## config.mk

```make
export PLATFORM = sky130hd
export DESIGN_NAME = pcmRxFramer
export DESIGN_NICKNAME = d
export VERILOG_FILES = /design/src/rtl/pcmRxPkg.sv /design/src/rtl/pcmRxCtrl.sv /design/src/rtl/pcmRxDatapath.sv /design/src/rtl/pcmRxFramer.sv
export SDC_FILE = /design/constraint.sdc
export NUM_CORES = 1
export LEC_CHECK = 0
export ABC_AREA = 1
export BUFFER_PORTS_ARGS = -buffer_cell sky130_fd_sc_hd__buf_4
export CAP_MARGIN = 20
export CORE_MARGIN = 2
export CORE_UTILIZATION = 35
export CTS_CLUSTER_SIZE = 25
export DETAILED_ROUTE_END_ITERATION = 10
export PLACE_DENSITY_LB_ADDON = 0.1
export SYNTH_ARGS = -nofsm -noshare
export SYNTH_HDL_FRONTEND = slang
export SYNTH_HIERARCHICAL = 1
export SYNTH_SLANG_ARGS = --single-unit
```

## constraint.sdc

```tcl
create_clock -name rxClk -period 3.35 [get_ports rxClk]
set_clock_uncertainty 0.05 [all_clocks]
set_input_delay 0.335 -clock rxClk [delete_from_list [all_inputs] [get_ports rxClk]]
set_output_delay 0.335 -clock rxClk [all_outputs]
set_load 0.02 [all_outputs]
```

## src/rtl/pcmRxPkg.sv

```systemverilog
package pcmRxPkg;
  localparam int SLOT_BITS = 8;
  localparam int BIT_W     = $clog2(SLOT_BITS);
  localparam int MAX_SLOTS = 64;
  localparam int SLOT_W    = $clog2(MAX_SLOTS);
  localparam int TAB_DEPTH = 32;
  localparam int TAB_AW    = $clog2(TAB_DEPTH);
  localparam int POS_W     = $clog2(MAX_SLOTS * SLOT_BITS);

  typedef enum logic [1:0] {
    FMT_SLOT32  = 2'd0,
    FMT_SLOT24F = 2'd1,
    FMT_SLOT24  = 2'd2,
    FMT_SLOT64  = 2'd3
  } fmtE;

  typedef struct packed {
    logic              sample;
    logic [SLOT_W-1:0] slot;
    logic [BIT_W-1:0]  bitIdx;
    logic [TAB_AW-1:0] tabIdx;
    logic              syncErr;
  } ctrlStrobeT;
endpackage

```

## src/rtl/pcmRxCtrl.sv

```systemverilog
module pcmRxCtrl
  import pcmRxPkg::*;
(
  input  logic       rxClk,
  input  logic       rstN,
  input  logic       rxSync,
  input  fmtE        fmt,
  input  logic       oddSel,
  output ctrlStrobeT strobe
);
  localparam logic [POS_W:0] LEN32  = (POS_W+1)'(32 * SLOT_BITS);
  localparam logic [POS_W:0] LEN24  = (POS_W+1)'(24 * SLOT_BITS);
  localparam logic [POS_W:0] LEN24F = (POS_W+1)'(24 * SLOT_BITS + 1);
  localparam logic [POS_W:0] LEN64  = (POS_W+1)'(64 * SLOT_BITS);

  logic             syncPrev;
  logic             locked;
  logic [POS_W-1:0] posReg;

  logic             syncEdge;
  logic             active;
  logic [POS_W-1:0] curPos;
  logic [POS_W-1:0] dataPos;
  logic [POS_W:0]   frameLen;
  logic             isFbit;
  logic             handled;
  logic [SLOT_W-1:0] slot;
  logic [POS_W-1:0] nextPos;

  always_comb begin
    syncEdge = rxSync & ~syncPrev;
    active   = locked | syncEdge;
    curPos   = syncEdge ? '0 : posReg;

    unique case (fmt)
      FMT_SLOT32:  frameLen = LEN32;
      FMT_SLOT24F: frameLen = LEN24F;
      FMT_SLOT24:  frameLen = LEN24;
      default:     frameLen = LEN64;
    endcase

    isFbit  = (fmt == FMT_SLOT24F) && (curPos == '0);
    dataPos = (fmt == FMT_SLOT24F) ? curPos - POS_W'(1) : curPos;
    slot    = dataPos[POS_W-1:BIT_W];
    handled = (fmt != FMT_SLOT64) || (slot[0] == oddSel);

    strobe.sample  = active & ~isFbit & handled;
    strobe.slot    = slot;
    strobe.bitIdx  = dataPos[BIT_W-1:0];
    strobe.tabIdx  = (fmt == FMT_SLOT64) ? slot[SLOT_W-1:1] : slot[TAB_AW-1:0];
    strobe.syncErr = syncEdge & locked & (posReg != '0);

    nextPos = ({1'b0, curPos} >= frameLen - (POS_W+1)'(1)) ? '0 : curPos + POS_W'(1);
  end

  always_ff @(posedge rxClk) begin
    if (!rstN) begin
      syncPrev <= 1'b0;
      locked   <= 1'b0;
      posReg   <= '0;
    end else begin
      syncPrev <= rxSync;
      if (syncEdge) locked <= 1'b1;
      if (active) posReg <= nextPos;
    end
  end
endmodule

```

## src/rtl/pcmRxDatapath.sv

```systemverilog
module pcmRxDatapath
  import pcmRxPkg::*;
#(
  parameter int CHAN_W = 5
) (
  input  logic                 rxClk,
  input  logic                 rstN,
  input  logic                 rxData,
  input  ctrlStrobeT           strobe,
  input  logic                 cfgWe,
  input  logic [TAB_AW-1:0]    cfgAddr,
  input  logic [SLOT_BITS-1:0] cfgMask,
  input  logic [CHAN_W-1:0]    cfgChan,
  input  logic                 cfgEn,
  output logic                 bitValid,
  output logic                 bitData,
  output logic [CHAN_W-1:0]    bitChan,
  output logic [SLOT_W-1:0]    bitSlot,
  output logic                 syncErr
);
  logic [SLOT_BITS-1:0] maskTab [TAB_DEPTH];
  logic [CHAN_W-1:0]    chanTab [TAB_DEPTH];
  logic [TAB_DEPTH-1:0] enTab;

  for (genvar g = 0; g < TAB_DEPTH; g++) begin : gEntry
    always_ff @(posedge rxClk) begin
      if (!rstN) begin
        maskTab[g] <= '1;
        chanTab[g] <= '0;
        enTab[g]   <= 1'b0;
      end else if (cfgWe && (cfgAddr == TAB_AW'(g))) begin
        maskTab[g] <= cfgMask;
        chanTab[g] <= cfgChan;
        enTab[g]   <= cfgEn;
      end
    end
  end

  logic [SLOT_BITS-1:0] selMask;
  logic [BIT_W-1:0]     maskPos;
  logic                 hit;

  always_comb begin
    selMask = maskTab[strobe.tabIdx];
    maskPos = BIT_W'(SLOT_BITS - 1) - strobe.bitIdx;
    hit     = strobe.sample & enTab[strobe.tabIdx] & selMask[maskPos];
  end

  always_ff @(posedge rxClk) begin
    if (!rstN) begin
      bitValid <= 1'b0;
      bitData  <= 1'b0;
      bitChan  <= '0;
      bitSlot  <= '0;
      syncErr  <= 1'b0;
    end else begin
      bitValid <= hit;
      bitData  <= hit & rxData;
      bitChan  <= hit ? chanTab[strobe.tabIdx] : '0;
      bitSlot  <= hit ? strobe.slot : '0;
      syncErr  <= strobe.syncErr;
    end
  end
endmodule

```

## src/rtl/pcmRxFramer.sv

```systemverilog
module pcmRxFramer
  import pcmRxPkg::*;
#(
  parameter int CHAN_W = 5
) (
  input  logic                 rxClk,
  input  logic                 rstN,
  input  logic                 rxData,
  input  logic                 rxSync,
  input  logic [1:0]           fmtSel,
  input  logic                 oddSel,
  input  logic                 cfgWe,
  input  logic [TAB_AW-1:0]    cfgAddr,
  input  logic [SLOT_BITS-1:0] cfgMask,
  input  logic [CHAN_W-1:0]    cfgChan,
  input  logic                 cfgEn,
  output logic                 bitValid,
  output logic                 bitData,
  output logic [CHAN_W-1:0]    bitChan,
  output logic [SLOT_W-1:0]    bitSlot,
  output logic                 syncErr
);
  ctrlStrobeT strobe;

  pcmRxCtrl u_ctrl (
    .rxClk  (rxClk),
    .rstN   (rstN),
    .rxSync (rxSync),
    .fmt    (fmtE'(fmtSel)),
    .oddSel (oddSel),
    .strobe (strobe)
  );

  pcmRxDatapath #(.CHAN_W(CHAN_W)) u_dp (
    .rxClk    (rxClk),
    .rstN     (rstN),
    .rxData   (rxData),
    .strobe   (strobe),
    .cfgWe    (cfgWe),
    .cfgAddr  (cfgAddr),
    .cfgMask  (cfgMask),
    .cfgChan  (cfgChan),
    .cfgEn    (cfgEn),
    .bitValid (bitValid),
    .bitData  (bitData),
    .bitChan  (bitChan),
    .bitSlot  (bitSlot),
    .syncErr  (syncErr)
  );
endmodule

```

=== Yosys cells after proc, flatten, opt, wreduce, memory -nomap -nowiden ===
Memory sizes are Yosys's and may differ from the RTL's. A register that Yosys moved wholly into a read port is not among the register bits.
Index checks and enable logic that the tools add are counted.

* Flip-flop bits (word level): 52
* Bits in latches: 0
* RAM bits: 416
* ROM bits: 0
* Bits of input ports: 27
* Output and inout port bits: 14
* Memories: 2

{| class="wikitable"
|+ Memories
! name !! depth !! width !! read ports !! clocked after memory_dff !! wr ports !! line !! RTL
|-
| u_dp.maskTab || 32 || 8 || 1 || 0 || 32 || pcmRxDatapath.sv:21 || <nowiki>logic [SLOT_BITS-1:0] maskTab [TAB_DEPTH];</nowiki>
|-
| u_dp.chanTab || 32 || 5 || 1 || 1 || 32 || pcmRxDatapath.sv:22 || <nowiki>logic [CHAN_W-1:0] chanTab [TAB_DEPTH];</nowiki>
|}

* Add/sub/neg operators: 4
* Multipliers: 0
* Divide/modulo/power cells: 0
* Magnitude comparators: 3
* Equal/unequal tests: 36
* Shift operators: 0
* Mux-type cells: 170
* Bitwise logic cells: 75
* Reduce and logical (&&, ||, !) cells: 40

{| class="wikitable"
|+ Operators with widths
! cell !! number
|-
| $mux W8 || 32
|-
| $mux W5 || 33
|-
| $mux W1 || 99
|-
| $eq A5 B5 Y1 const B || 16
|-
| $or A1 B1 Y1 || 65
|-
| $eq A5 B4 Y1 const B || 8
|-
| $logic_and A1 B1 Y1 || 33
|-
| $pmux W10 S3 || 1
|-
| $mux W9 || 3
|-
| $eq A5 B3 Y1 const B || 4
|-
| $eq A5 B2 Y1 const B || 2
|-
| $ge A9 B10 Y1 || 1
|-
| $sub A10 B1 Y10 const B || 1
|-
| $add A9 B1 Y9 const B || 1
|-
| $logic_not A9 Y1 || 1
|-
| $reduce_bool A9 Y1 || 1
|-
| $sub A9 B1 Y9 const B || 1
|-
| $and A1 B1 Y1 || 8
|-
| $lt A5 B6 Y1 const B || 1
|-
| $bmux W1 S5 || 1
|-
| $eq A5 B1 Y1 const B || 1
|-
| $logic_not A5 Y1 || 1
|-
| $eq A2 B2 Y1 const B || 2
|-
| $lt A3 B4 Y1 const B || 1
|-
| 10 further kinds || 11
|}

=== Longest topological paths before layout ===
Gate-level depths: netlist (run 1).

* Word-level depth: 12
* Depth in mapped cells: 26
* Depth with buffers taken out: 22

=== By module ===
Netlist (run 1), hierarchy kept.

{| class="wikitable"
|+ Modules (own cells, without submodules)
! module !! instances !! cells an instance !! area each (um^2)
|-
| pcmRxDatapath || 1 || 2176 || 20842.5
|-
| pcmRxCtrl || 1 || 222 || 1353.8
|}

=== Least setup slack after synthesis (run 1) ===
No wires, ideal clock.

* Path kind: input port to flip-flop
* Start point: input port fmtSel[1]
* End point: register u_dp.bitChan[0], read port of u_dp.chanTab
* Library setup time: 112 ps
* Arrival time: 2791 ps
* Data required time: 3188 ps
* Slack: 397 ps
* Stages on the path: 22
* Path buffers: 4
* Cells stage by stage: inv_1 > ha_1 > buf_2 > nand2_1 > nor2_1 > nand2_1 > xor2_1 > inv_1 > nand2_1 > o21ai_1 > clkbuf_1 > clkbuf_1 > nand3_1 > nand3_1 > nand2_1 > nand2_1 > nand3_1 > nand3b_1 > nand2_1 > nand2_2 > buf_6 > nor2_2

{| class="wikitable"
|+ RTL lines
! element !! line !! RTL
|-
| start: declaration || pcmRxFramer.sv:10 || <nowiki>input logic [1:0] fmtSel,</nowiki>
|-
| end: declaration || pcmRxDatapath.sv:17 || <nowiki>output logic [CHAN_W-1:0] bitChan,</nowiki>
|}

==> summary.txt, run 1 <==
Run status
  • Status: finished, final reports clean

GRT
  • First-pass GRT wire length: around 110000 um
  • Initial antenna violation count: 0
  • Vias in the first global route: 17200
  • GRT Resource Usage Total: 22.1%
  • Largest net degree at the start of global routing: 47
  • Congestion Overflow GR: 0

Clock network
  • Clock transition at path regs: 0.06 ns
  • Clock Latency Late Sink: ~0.61 ns
  • Clock Path Buffers: 3
  • Clk sinks: between 400 and 500
  • CTS tree: done
  • Root Driver: clkbuf_16
  • Deepest level of the CTS H-tree: 2
  • CTS Buf Count: 53

Floorplan
  • Initial cell density of the core: around a third
  • Die area: between 60000 and 70000 um^2
  • # rows: 92
  • Die Y: around 260 um
  • Die Width: ~260 um
  • Ports: 41
  • Core area: 62900 um^2

Routing
  • Antenna viol nets, final: 0
  • Max Used Layer: met4
  • Vias/cell: approximately 5.2
  • Initial drt markers: about 1600
  • Routed wl met3: ~5000 um
  • DR pass1 iterations: 5
  • Metal2 WL: 34300 um
  • WL/cell: 22.2 um
  • Vias post-DR: 17700
  • Metal-1 WL: 34100 um
  • Residual DRC count: 0
  • Total wire length: roughly 76000 um

Power and ir drop
  • Cell-internal power: about 11 mW
  • Switch Pwr: 3.89 mW
  • Comb pwr share: between 10% and 20%
  • VDD IR max: between 300 and 400 uV
  • Switching part of the total power: 26.3%
  • Total power: ~15 mW
  • Leakage Power: roughly 10 nW
  • Power density cells: about 550 nW/um^2
  • Clock share of power: between 40% and 50%
  • Flop pwr share: a little under half

Yosys
  • Ys flop type: edfxtp_1
  • Mean Syn Cell Area: slightly above 9 um^2
  • Share of flip-flops with an asynchronous set or reset: 0%
  • EDFF count, synth: approximately 420
  • Post-Synthesis Cells: 2398
  • Sequential share of the synthesized area: 61.4%
  • Post-Syn Area: approximately 22000 um^2
  • YS warnings: 6
  • Yosys reg bits: roughly 470
  • Post-synth cell types: 39
  • Synth Net Count: between 2000 and 2500

Timing
  • Minimum clock period: ~3.3 ns
  • Count of final hold-check violations: 0
  • Slew of the pin with the lowest slew margin: ~1.1 ns
  • Slew margin rel.: a little over a quarter
  • Final Setup Violations: 0
  • Worst Hold Slack: around 0.18 ns
  • Fin crit share: a little under 100%
  • RSZ-0062 raised after global routing: true
  • Peak Freq: 0.302 GHz
  • Max-slew violations: 0

Final layout
  • Most frequent cells in the layout: nand2_1, edfxtp_1, nor2_1, nand3_1, buf_4
  • FILL cells: ~6200
  • Multi-input logic area: 7690 um^2
  • Area growth syn-to-layout: 22.1%
  • Seq. cell area: between 10000 and 15000 um^2
  • Most common cell after layout, fill and taps aside: nand2_1
  • Fin nets: about 2600
  • Ant diodes: 0
  • Share of cells above drive strength 1: 16.7%
  • Finished Cell Area: about 27000 um^2

Placed design
  • Port buffer count: 40
  • Gpl congestion: between 0.8 and 0.9
  • DP HPWL: slightly below 50000 um
  • Placed instance area: about 24000 um^2

Critical path
  • Critical path class: input pin to register
  • Worst EP arrival: approximately 3.8 ns
  • Worst Setup End Kind: register
  • CP startpoint kind: input pin
  • CP Max Fanout: 8
  • Worst endpoint required time: between 3 and 4 ns

Run
  • Max Cap Viol: 0

Hold path
  • Worst Hold Class: input pin to register
## state kept, by name, summed over array words and instances (netlist names)
| name | flops |
|---|---|
| u_dp/syncErr | 1 |
| u_ctrl/posReg | 9 |
| u_dp/bitValid | 1 |
| u_dp/bitData | 1 |
| u_ctrl/locked | 1 |
| u_dp/maskTab | 256 |
| u_dp/chanTab | 160 |
| u_dp/bitChan | 5 |
| u_dp/enTab | 32 |
| u_ctrl/syncPrev | 1 |
| u_dp/bitSlot | 6 |
## metrics by stage
step | worst slack (ns) | cells | util [%] | TNS (ns)
6_report | 0.0333 | 3414 | 43.1 | 0
5_1_grt | -0.0829 | 3414 | 43.1 | -0.985
4_1_cts | 0.00927 | 3389 | 41.9 | 0
3_5_place_dp | -0.403 | 3272 | 38.3 | -4.75
3_3_place_gp | -0.412 | 3272 | 38.3 | -5.11
2_1_floorplan | 0.397 | 2398 | - | 0
## final cells by class
type | count | area share, %
Clock inverter | 38 | 1.37
Sequential cell | 473 | 50.3
Clock buffer | 61 | 5.15
Multi-Input combinational cell | 1619 | 28.4
Tap cell | 846 | 3.91
Inverter | 155 | 2.27
Timing Repair Buffer | 222 | 8.63
## synthesized netlist by cell type (3+ instances only)
library cell | number | area [um^2]
nand2_1 | 659 | 2470
edfxtp_1 | 416 | 12500
nor2_1 | 362 | 1360
nand3_1 | 319 | 1600
inv_1 | 145 | 544
o21ai_0 | 131 | 656
clkbuf_1 | 86 | 323
dfxtp_1 | 57 | 1140
buf_2 | 32 | 160
o22ai_1 | 27 | 169
nor2_2 | 23 | 144
o221ai_1 | 21 | 184
o21ai_1 | 19 | 95.1
buf_4 | 16 | 120
ha_1 | 14 | 175
a21oi_1 | 13 | 65.1
buf_6 | 12 | 135
xor2_1 | 9 | 78.8
inv_2 | 6 | 22.5
buf_1 | 3 | 11.3
nand2_2 | 3 | 18.8
nor2_4 | 3 | 33.8
nor3_1 | 3 | 15.0
## worst max-delay path, stage by stage
cell and delay, ns:
dlygate4sd3_1 0.54, buf_6 0.12, nand2_8 0.06, nand2_4 0.06
ha_2 0.17, nand2_2 0.07, nor2_4 0.14, buf_6 0.12
xor2_4 0.17, nand2_2 0.08, o21ai_4 0.08, buf_12 0.17
buf_12 0.17, buf_4 0.17, nand2_1 0.06, nand3_1 0.07
nand3_1 0.20, nand3_2 0.18, nand3_1 0.10, nand2_1 0.07
nand2_1 0.05, nand3_1 0.08, nand3b_1 0.11, nand2_2 0.10
nand2_4 0.07, buf_12 0.16, nor2_2 0.08
## what timing repair did
action | 4_1_cts | 5_1_grt
pin swaps | 11 | 26
endpoints found under the setup margin | 13 | 13
hold buffers | 2 | 0
endpoints found under the hold margin | 2 | 0
gates cloned | 4 | 6
resized for setup | 48 | 101
setup buffers | 13 | 20
## per-layer routing
metal	track usage (%)	vias to the layer above
li1	-	8278
met1	31.2	8769
met2	34.7	560
met3	3.61	109
met4	7.34	0
met5	0	-
## cell families (layout without fill, tap and decap cells)
| logic type | after synthesis | in the layout | share of synthesized area [%] |
|---|---|---|---|
| AND/OR/NAND/NOR | 1379 | 1379 | 25.7 |
| buffers and inverters | 306 | 476 | 6.19 |
| XOR/XNOR | 10 | 10 | 0.428 |
| AO/OA/AOI/OAI | 216 | 216 | 5.43 |
| adder cells (fa/ha/maj) | 14 | 14 | 0.789 |
| flip-flops | 473 | 473 | 61.4 |
## power groups by stage
stage	logic [mW]	clock network (mW)	registers (mW)
4_1_cts	1.83	6.09	6.80
3_3_place_gp	1.72	0	6.92
5_1_grt	2.16	6.31	6.82
6_report	2.01	5.98	6.80
3_5_place_dp	1.72	0	6.92
2_1_floorplan	0.966	0	6.88
## worst paths after layout
kind	from	endpoint	slack (ns)	cells after the start
max	rxSync	u_dp/bitChan[2]	0.03	27
min	cfgWe	u_dp/enTab[17]	0.18	4
max reg2reg	u_ctrl/syncPrev	u_dp/bitChan[2]	0.05	26
min reg2reg	u_dp/enTab[26]	u_dp/enTab[26]	0.44	2
Power figures use the tool's default switching activity.
==> run 2, diff against run 1 <==
--- a/config.mk
+++ b/config.mk
@@ -8,6 +8,8 @@
 export ABC_AREA = 1
 export BUFFER_PORTS_ARGS = -buffer_cell sky130_fd_sc_hd__buf_4
 export CAP_MARGIN = 20
+export CELL_PAD_IN_SITES_DETAIL_PLACEMENT = 1
+export CELL_PAD_IN_SITES_GLOBAL_PLACEMENT = 2
 export CORE_MARGIN = 2
 export CORE_UTILIZATION = 35
 export CTS_CLUSTER_SIZE = 25
==> summary.txt, run 2 (synthesized netlist as in run 1, its figures left out) <==
Run status
  • Status: finished, final reports clean

Critical path
  • Worst EP arrival: 3.72 ns (-0.09 ns)
  • Worst endpoint required time: 3.80 ns (-0.04 ns)
  • Critical path class: register to register
  • Worst Setup End Kind: register
  • CP max-delay cell: dfxtp_2
  • CP max stage delay: 0.31 ns (-0.23 ns)
  • CP dominant cell by count: nand3_2
  • CP Max Fanout: 8 (unchanged)
  • CP startpoint kind: register

Timing
  • Minimum clock period: 3.27 ns (-0.0490 ns)
  • Final Setup Violations: 0 (unchanged)
  • RSZ-0062 raised after global routing: true
  • Slew of the pin with the lowest slew margin: 0.921 ns (-0.163 ns)
  • Count of final hold-check violations: 0 (unchanged)
  • Slew margin rel.: 38.6% (+12 points)
  • Fin crit share: 97.5% (-1.5 points)
  • Peak Freq: 0.306 GHz (+1.5%)
  • Max-slew violations: 0 (unchanged)
  • Setup TNS: 0 ns (unchanged)

Placed design
  • Gpl congestion: 0.845 (-4.7%)
  • Placed instance area: 24300 um^2 (+0.82%)
  • DP HPWL: 53700 um (+11%)
  • Dpl cells: 3290 (+0.55%)
  • Port buffer count: 40 (unchanged)

Final layout
  • FILL cells: 7106 (+14%)
  • Most flops, register: u_dp/maskTab
  • Seq. cell area: 13600 um^2 (unchanged)
  • Max reg flops: 256 (unchanged)
  • Most common cell after layout, fill and taps aside: nand2_1
  • Top Registers: u_dp/maskTab x256, u_dp/chanTab x160, u_dp/enTab x32
  • Share of cells above drive strength 1: 19.1% (+2.4 points)
  • Most frequent cells in the layout: nand2_1, edfxtp_1, nor2_1, nand3_1, buf_4
  • Final std cells w/o fill: 3449 (+1.0%)
  • Ant diodes: 0 (unchanged)
  • Multi-input logic area: 7940 um^2 (+3.2%)
  • Fin nets: 2602 (+1.4%)
  • Area growth syn-to-layout: 25.2%
  • Finished Cell Area: 27800 um^2 (+2.5%)

GRT
  • Initial antenna violation count: 0 (unchanged)
  • Congestion Overflow GR: 0 (unchanged)
  • Global Route met3 Usage: 2.92% (-0.69 points)
  • M2 GR Usage: 40.0% (+5.3 points)
  • Largest net degree at the start of global routing: 69 (+47%)
  • GRT Resource Usage Total: 24.5% (+2.4 points)
  • M1 GR Usage: 34.0% (+2.9 points)
  • First-pass GRT wire length: 119000 um (+9.1%)
  • Vias in the first global route: 18300 (+6.5%)
  • GR peak layer: met2

Floorplan
  • Initial cell density of the core: 35.3% (unchanged)
  • Die area: 65400 um^2 (unchanged)
  • Die Width: 256 um (unchanged)
  • Core area: 62900 um^2 (unchanged)
  • # rows: 92 (unchanged)
  • Die Y: 256 um (unchanged)
  • Ports: 41 (unchanged)

Clock network
  • CTS Buf Count: 53 (unchanged)
  • Clock transition at path regs: 0.06 ns (about the same)
  • Deepest level of the CTS H-tree: 2 (unchanged)
  • Clock Path Buffers: 3 (unchanged)
  • CTS tree: done
  • Clock Latency Late Sink: 0.61 ns (about the same)
  • Clk sinks: 473 (unchanged)
  • Root Driver: clkbuf_16

Routing
  • Vias post-DR: 17900 (+1.2%)
  • Vias/cell: 5.20 (+0.19%)
  • Total wire length: 83000 um (+9.7%)
  • Residual DRC count: 0 (unchanged)
  • DR pass1 iterations: 5 (unchanged)
  • WL/cell: 24.1 um (+8.6%)
  • Initial drt markers: 1394 (-13%)
  • Antenna viol nets, final: 0 (unchanged)

Power and ir drop
  • Power density cells: 528 nW/um^2 (-3.2%)
  • Leakage Power: 10.5 nW (+3.4%)
  • VDD IR max: 420 uV (+16%)

Hold path
  • Worst Hold Class: input pin to register

Run
  • Max Cap Viol: 0 (unchanged)
==> run 2: cell count changes in the layout (fill, tap and decap cells not counted), moves of 4 or more <==
cell / before / now
bufinv_16: 7 / 3
clkbuf_16: 59 / 66
clkinv_2: 12 / 5
buf_4: 159 / 180
nand2_1: 652 / 643
nand2_2: 5 / 14
clkbuf_8: 4 / 0
nand3_1: 264 / 219
clkbuf_1: 4 / 21
o21ai_1: 17 / 22
nand3_2: 49 / 92
buf_12: 28 / 33
==> run 2: routing by layer <==
metal | wire, um | part of all wire (%) | up-vias
met2 | 39000 | 47 | 421
met5 | 0 | 0 | -
met3 | 3610 | 4.4 | 124
met4 | 2450 | 2.9 | 0
li1 | - | - | 8346
met1 | 37900 | 46 | 9041
==> run 2: metrics by stage <==
step	hold WS, ns	total power [mW]	setup slack, ns	utilization, %
after floorplan	0.378	7.85	0.397	-
after global placement	0.409	8.70	-0.309	38.6
after detailed placement	0.422	8.72	-0.328	38.6
after CTS	0.174	14.5	0.00481	42.4
after global routing	0.235	15.2	-0.0795	44.2
final	0.186	14.7	0.0823	44.2
==> run 2: final timing paths <==
path | startpoint | end | slack (ns) | cells after the start
max | u_ctrl/syncPrev | u_dp/bitChan[0] | 0.08 | 25
min | cfgAddr[4] | u_dp/enTab[1] | 0.19 | 5
max reg2reg | u_ctrl/syncPrev | u_dp/bitChan[0] | 0.08 | 25
min reg2reg | u_dp/enTab[4] | u_dp/enTab[4] | 0.44 | 2
==> run 2: area by class of cell <==
cell class / instances / share of cell area (%)
timing repair buffer: 258 / 10.4
sequential: 473 / 49.1
tap: 846 / 3.81
multi-input combinational: 1619 / 28.6
clock buffer: 76 / 5.24
clock inverter: 21 / 0.617
inverter: 155 / 2.26
timing repair inverter: 1 / 0.0270
==> run 2: timing repair <==
item,CTS,global route
hold buffers,2,0
hold endpoints to repair,2,0
cloned,8,12
pin swaps,10,42
setup buffers,10,32
resized for setup,84,134
endpoints found under the setup margin,13,13
==> run 2: worst max-delay path: cells and delay by family, from the launching register on <==
family                 cells  cell delay, ns
XOR/XNOR                   1            0.20
AO/OA/AOI/OAI              1            0.12
buffers and inverters      8            1.05
AND/OR/NAND/NOR           15            1.42
flip-flops                 1            0.31
==> run 2: power by group <==
group	switching [mW]	internal, mW
logic	1.45	0.785
registers	0.100	6.70
clock network	2.40	3.23
